--- config.mk ---
export PLATFORM = sky130hd
export DESIGN_NAME = dst_rx_level_mon
export DESIGN_NICKNAME = d
export VERILOG_FILES = /design/src/rtl/dst_mon_pkg.sv /design/src/rtl/dmon_store.sv /design/src/rtl/dmon_level.sv /design/src/rtl/dmon_cmp.sv /design/src/rtl/dst_rx_level_mon.sv
export SDC_FILE = /design/constraint.sdc
export NUM_CORES = 2
export LEC_CHECK = 0
export BUFFER_PORTS_ARGS = -buffer_cell sky130_fd_sc_hd__buf_4
export CAP_MARGIN = 25
export CORE_UTILIZATION = 32
export DETAILED_ROUTE_END_ITERATION = 10
export GPL_TIMING_DRIVEN = 0
export PLACE_DENSITY_LB_ADDON = 0.1
export SKIP_CTS_REPAIR_TIMING = 1
export SLEW_MARGIN = 20
export SYNTH_ARGS = -nofsm -noshare
export SYNTH_HDL_FRONTEND = slang
export SYNTH_SLANG_ARGS = --single-unit
--- constraint.sdc ---
create_clock -name clk -period 5.6 [get_ports clk]
set_input_delay 0.28 -clock clk [delete_from_list [all_inputs] [get_ports clk]]
set_output_delay 0.28 -clock clk [all_outputs]
set_load 0.03 [all_outputs]
--- src/rtl/dst_mon_pkg.sv ---
package dst_mon_pkg;
  // Bound a value into the closed range [lo, hi].
  function automatic int unsigned clamp_u(input int unsigned v,
                                          input int unsigned lo,
                                          input int unsigned hi);
    if (v < lo) return lo;
    if (v > hi) return hi;
    return v;
  endfunction
endpackage

--- src/rtl/dmon_store.sv ---
module dmon_store #(
  parameter int DATA_W = 32,
  parameter int DEPTH  = 128,
  localparam int PTR_W = $clog2(DEPTH)
) (
  input  logic              clk,
  input  logic              rst,
  input  logic              push,
  input  logic [DATA_W-1:0] wdata,
  input  logic              pop,
  output logic [DATA_W-1:0] rdata
);
  logic [DATA_W-1:0] mem [DEPTH];
  logic [PTR_W-1:0]  wr_ptr, rd_ptr;

  // Storage array has no reset so it maps onto RAM.
  always_ff @(posedge clk) begin
    if (push) mem[wr_ptr] <= wdata;
  end

  always_ff @(posedge clk) begin
    if (rst) begin
      wr_ptr <= '0;
      rd_ptr <= '0;
    end else begin
      if (push) wr_ptr <= wr_ptr + PTR_W'(1);
      if (pop)  rd_ptr <= rd_ptr + PTR_W'(1);
    end
  end

  assign rdata = mem[rd_ptr];
endmodule

--- src/rtl/dmon_level.sv ---
module dmon_level #(
  parameter int DEPTH = 128,
  localparam int LVL_W = $clog2(DEPTH+1)
) (
  input  logic             clk,
  input  logic             rst,
  input  logic             push,
  input  logic             pop,
  output logic [LVL_W-1:0] level_q,
  output logic [LVL_W-1:0] level_d,
  output logic             full,
  output logic             empty
);
  always_comb begin
    unique case ({push, pop})
      2'b10:   level_d = level_q + LVL_W'(1);
      2'b01:   level_d = level_q - LVL_W'(1);
      default: level_d = level_q;
    endcase
  end

  always_ff @(posedge clk) begin
    if (rst) level_q <= '0;
    else     level_q <= level_d;
  end

  assign full  = (level_q == LVL_W'(DEPTH));
  assign empty = (level_q == '0);
endmodule

--- src/rtl/dmon_cmp.sv ---
module dmon_cmp #(
  parameter int LVL_W = 8
) (
  input  logic             clk,
  input  logic             rst,
  input  logic [LVL_W-1:0] level_d,
  input  logic [LVL_W-1:0] limit,
  output logic             hit
);
  // Compare the next level so the flag lines up with fill_level.
  always_ff @(posedge clk) begin
    if (rst) hit <= 1'b0;
    else     hit <= (level_d >= limit);
  end
endmodule

--- src/rtl/dst_rx_level_mon.sv ---
module dst_rx_level_mon
  import dst_mon_pkg::*;
#(
  parameter int DATA_W     = 32,
  parameter int DEPTH      = 128,
  parameter int CODE_W     = 7,
  parameter int FC_CODE_LO = 16,
  parameter int FC_CODE_HI = 122,
  localparam int LVL_W = $clog2(DEPTH+1)
) (
  input  logic              clk,
  input  logic              rst,
  input  logic              in_valid,
  input  logic [DATA_W-1:0] in_data,
  output logic              in_ready,
  input  logic              strm_pause,
  output logic              out_valid,
  output logic [DATA_W-1:0] out_data,
  input  logic              out_ready,
  input  logic [LVL_W-1:0]  wmark_lvl,
  input  logic [CODE_W-1:0] fc_code,
  output logic [LVL_W-1:0]  fill_level,
  output logic              wmark_hit,
  output logic              fc_hit
);
  logic             push, pop, full, empty;
  logic [LVL_W-1:0] level_d;
  logic [LVL_W-1:0] fc_limit, wm_limit;

  assign in_ready  = ~full & ~strm_pause;
  assign out_valid = ~empty;
  assign push      = in_valid & in_ready;
  assign pop       = out_valid & out_ready;

  // Code c selects c+1 entries after clamping to the legal range.
  assign fc_limit = LVL_W'(clamp_u(int'(fc_code), FC_CODE_LO, FC_CODE_HI) + 1);
  assign wm_limit = LVL_W'(clamp_u(int'(wmark_lvl), 0, DEPTH));

  dmon_store #(.DATA_W(DATA_W), .DEPTH(DEPTH)) u_store (
    .clk(clk), .rst(rst), .push(push), .wdata(in_data),
    .pop(pop), .rdata(out_data)
  );

  dmon_level #(.DEPTH(DEPTH)) u_level (
    .clk(clk), .rst(rst), .push(push), .pop(pop),
    .level_q(fill_level), .level_d(level_d), .full(full), .empty(empty)
  );

  dmon_cmp #(.LVL_W(LVL_W)) u_cmp_wm (
    .clk(clk), .rst(rst), .level_d(level_d), .limit(wm_limit), .hit(wmark_hit)
  );

  dmon_cmp #(.LVL_W(LVL_W)) u_cmp_fc (
    .clk(clk), .rst(rst), .level_d(level_d), .limit(fc_limit), .hit(fc_hit)
  );
endmodule

==> metrics.md <==
| Metric | Value |
|---|---|
| Count of endpoints failing hold in the final timing report | `0` |
| Critical R2R Launch | `u_level.level_q[5]` |
| Area growth from synthesis to layout | `20.2%` |
| Proportion of layout cells with a drive suffix above 1 | `0.329` |
| Part of the power in registers | `0.469` |
| Core ar. | `a little under 500,000 um^2` |
| Hold Path End | `u_cmp_fc.hit` |
| Io pins | `96` |
| Number of buffers inserted during clock tree synthesis | `450` |
| Type of the most critical hold path | `in -> reg` |
| Fraction of synthesized cell area taken by the top area cell type | `0.779` |
| Normalized max-slew margin | `0.113` |
| Number of nets still failing antenna checks after routing | `0` |
| Critical path arrival | `~5.4 ns` |
| Net switching component of the power | `17.7 mW` |
| Required time at the worst-slack endpoint | `~5.3 ns` |
| Switching power share of the total | `0.244` |
| Run status | `complete, but fails checks` |
| Part of the power in combinational logic | `0.125` |
| Post-Syn Area per Cell | `24.0 um^2` |
| TritonCTS clock tree | `done` |
| Average wire per standard cell | `34.1 um` |
| Portion of total power attributed to the clock network | `0.405` |
| TritonCTS sink count | `a little over 4,000` |
| Area of the mapped netlist | `approximately 160,000 um^2` |
| Worst hold start | `fc_code[3]` |
| Leading register cell type out of synthesis | `sky130_fd_sc_hd__edfxtp_1` |
| Number of synthesized flops with an enable pin | `between 4,000 and 5,000` |
| Worst Slack Setup Final | `-0.0437 ns` |
| Violations in the final reports | `negative setup slack` |
| Worst Path Class, Setup | `reg -> out` |
| Per-cell via count in the routed design | `roughly 5.2` |
| Leakage power of the design | `56.6 nW` |
| Clock-pin slew on the worst setup and hold paths | `0.06 ns` |
| Post-synthesis sequential element count | `4,127` |
| Cell types occupying the most area after synthesis | `sky130_fd_sc_hd__edfxtp_1 78%, sky130_fd_sc_hd__mux4_2 16%, sky130_fd_sc_hd__mux2i_1 2.3%` |
| Synth cell types | `53` |
| Area leader, netlist | `sky130_fd_sc_hd__edfxtp_1` |
| Reg2reg end | `u_cmp_wm.hit` |
| Internal portion of total power | `between 50 and 60 mW` |
| Number of global-route vias before repair | `about 77,000` |
| Drt initial violations | `~8,400` |
| Final setup violation count | `2` |
| Wire length of the first global-routing pass | `about 660 mm` |
| Max Transition Viols Final | `0` |
| Number of cell instances on the worst register-to-register path | `19` |
| Number of cells on the worst hold path | `5` |
| Die Area | `496,000 um^2` |
| Half-perimeter wire length of the detailed placement result | `337 mm` |
| Worst-case clock skew | `between 0.06 and 0.07 ns` |
| DRC violations left | `0` |
| Worst IR drop on VDD | `0.261 mV` |
| Worst setup timing slack at the placement stage | `-0.307 ns` |
| Count of fill cells added during filler insertion | `43,860` |
| Peak fanout along the critical path | `10` |
| Antenna violations before repair | `58` |
| Final sum of negative setup slack | `-0.0738 ns` |
| Post-Synthesis Net Count | `~6,700` |
| Clock Latency Late Sink | `1.03 ns` |
| Commonest non-fill, non-tap cell in the layout | `sky130_fd_sc_hd__edfxtp_1` |
| Portion of the post-synthesis area used by sequential elements | `0.783` |
| Final #Nets | `approximately 7,500` |
| Ratio of total power to cell area | `383 nW/um^2` |
| Combined global-route utilization of all metal layers | `0.194` |
| Fraction of registers with async set/reset | `0` |
| Top library cells by usage in the layout, fill and taps aside | `4,096 x sky130_fd_sc_hd__edfxtp_1, 1,120 x sky130_fd_sc_hd__mux4_2, 455 x sky130_fd_sc_hd__clkbuf_16` |
| Register-to-register path setup slack | `around 0.56 ns` |
| Period Utilization, post-route | `1.01` |
| Floorplan die height | `704 um` |
| Startpoint type of the worst setup path | `flop` |
| Length of the first detailed-routing pass in iterations | `5` |
| Achievable Freq | `about 180 MHz` |
| Maximum number of pins on one net before global-route repair | `around 130` |
| Sum of routed wire length over all layers | `around 490 mm` |
| Actual slew at the worst max-slew pin | `between 1 and 1.5 ns` |
| Initial cell density of the core | `0.322` |
| Buffers from clock root to sink, at most | `4` |
| Clock root buffer master | `sky130_fd_sc_hd__clkbuf_16` |
| Std cell rows | `approximately 260` |
| Max cap viols | `0` |
| Total of buffers placed on input and output ports | `92` |
| Clock period minus worst slack | `5.64 ns` |
| Syn Inst Count | `between 6,000 and 7,000` |
| Number of synthesis warnings | `0` |
| Number of levels the H-tree was split into | `5` |
| Critical path endpoint category | `output port` |
| Routability congestion estimate | `between 0.8 and 0.9` |
| Overall die width | `roughly 700 um` |
| Vias | `approximately 75,000` |
| Total global routing overflow | `0` |
-- state kept, by name, indices dropped and copies added (netlist names), named ones only --
name	cells
u_store.rd_ptr	7
u_store.wr_ptr	7
u_store.mem	4096
u_cmp_fc.hit	1
u_cmp_wm.hit	1
u_level.level_q	8
-- cell families after synthesis --
logic type	synth area share
xor gates and xnor gates	0.00133
DFF	0.783
muxes	0.182
buffers and inverters	0.0113
adders and majority gates	0.00166
and+or+nand+nor	0.00894
AOI/OAI and AO/OA	0.0115
-- worst max-delay path by stage --
stage	start	end	slack, ns	depth (start not counted)
2_1_floorplan	u_level.level_q[5]	u_cmp_wm.hit	1.14	19
3_3_place_gp	u_level.level_q[3]	u_store.mem[86][11]	-2.02	7
3_5_place_dp	flop	out_data[19]	-0.31	11
4_1_cts	flop	out_data[19]	-1.47	11
5_1_grt	flop	out_data[24]	-0.005	10
6_report	flop	out_data[27]	-0.04	10
-- power by group through the flow --
stage / clock (mW) / combinational (mW) / sequential, mW
after global routing: 31.2 / 9.69 / 34.1
after global placement: 0 / 8.97 / 34.8
after detailed placement: 0 / 9.20 / 34.7
final: 29.4 / 9.10 / 34.1
after floorplan: 0 / 5.45 / 34.8
after CTS: 30.1 / 9.22 / 34.1
-- Yosys cell counts (2+ instances only) --
cell type	count
sky130_fd_sc_hd__nor2b_1	22
sky130_fd_sc_hd__dfxtp_1	31
sky130_fd_sc_hd__mux2_2	2
sky130_fd_sc_hd__nand4_1	6
sky130_fd_sc_hd__mux2i_1	355
sky130_fd_sc_hd__or3_1	3
sky130_fd_sc_hd__nand2b_1	13
sky130_fd_sc_hd__o211ai_1	65
sky130_fd_sc_hd__xnor2_1	6
sky130_fd_sc_hd__a22oi_1	33
sky130_fd_sc_hd__mux4_2	1120
sky130_fd_sc_hd__buf_4	18
sky130_fd_sc_hd__nand3_1	20
sky130_fd_sc_hd__and3_1	4
sky130_fd_sc_hd__a31oi_1	6
sky130_fd_sc_hd__ha_1	20
sky130_fd_sc_hd__inv_1	6
sky130_fd_sc_hd__o221ai_1	2
sky130_fd_sc_hd__nor4_1	32
sky130_fd_sc_hd__a21oi_1	14
sky130_fd_sc_hd__o22ai_1	129
sky130_fd_sc_hd__nand2_1	28
sky130_fd_sc_hd__clkbuf_1	165
sky130_fd_sc_hd__buf_1	42
sky130_fd_sc_hd__o21ai_0	8
sky130_fd_sc_hd__buf_2	106
sky130_fd_sc_hd__edfxtp_1	4096
sky130_fd_sc_hd__xor2_1	18
sky130_fd_sc_hd__nor2_1	161
sky130_fd_sc_hd__a21o_1	2
sky130_fd_sc_hd__buf_6	28
-- per-stage QoR --
| step | total power [mW] | cells | hold slack [ns] | utilization | cell area [um^2] |
|---|---|---|---|---|---|
| after global routing | 74.9 | 14318 | 0.0712 | 0.387 | 190000 |
| after detailed placement | 43.9 | 13427 | 0.506 | 0.355 | 174000 |
| after floorplan | 40.2 | 6583 | 0.352 | - | 158000 |
| final | 72.6 | 14335 | 0.0512 | 0.387 | 190000 |
| after global placement | 43.7 | 13150 | 0.507 | 0.340 | 167000 |
| after CTS | 73.4 | 14262 | -0.620 | 0.384 | 189000 |
-- area by class of cell --
cell class | instances | area, um^2 | area share
inverter | 7 | 26.3 | 0.000138
clock inverter | 281 | 2700 | 0.0142
timing repair buffer | 422 | 7530 | 0.0397
multi-input combinational | 2090 | 33900 | 0.179
antenna | 20 | 50.0 | 0.000264
buffer | 359 | 2010 | 0.0106
sequential | 4127 | 124000 | 0.651
tap | 6475 | 8100 | 0.0427
clock buffer | 554 | 11800 | 0.0621
-- metal layers --
layer,track usage,part of all wire,wire length [um]
met2,0.304,0.46,227000
met3,0.0331,0.059,29100
met1,0.277,0.44,217000
met5,0.00288,0.00045,221
met4,0.0559,0.032,15500
-- critical path: stages, from the launching register on --
cell and delay (ns):
sky130_fd_sc_hd__dfxtp_1 0.30, sky130_fd_sc_hd__buf_2 0.21, sky130_fd_sc_hd__buf_4 0.39, sky130_fd_sc_hd__clkbuf_4 0.46, sky130_fd_sc_hd__clkbuf_4 0.43, sky130_fd_sc_hd__mux4_2 0.37, sky130_fd_sc_hd__mux2i_1 0.24, sky130_fd_sc_hd__o22ai_1 0.22
sky130_fd_sc_hd__nor4_4 0.54, sky130_fd_sc_hd__o211ai_1 0.63, sky130_fd_sc_hd__buf_4 0.40
(Power assumes the default switching activity.)
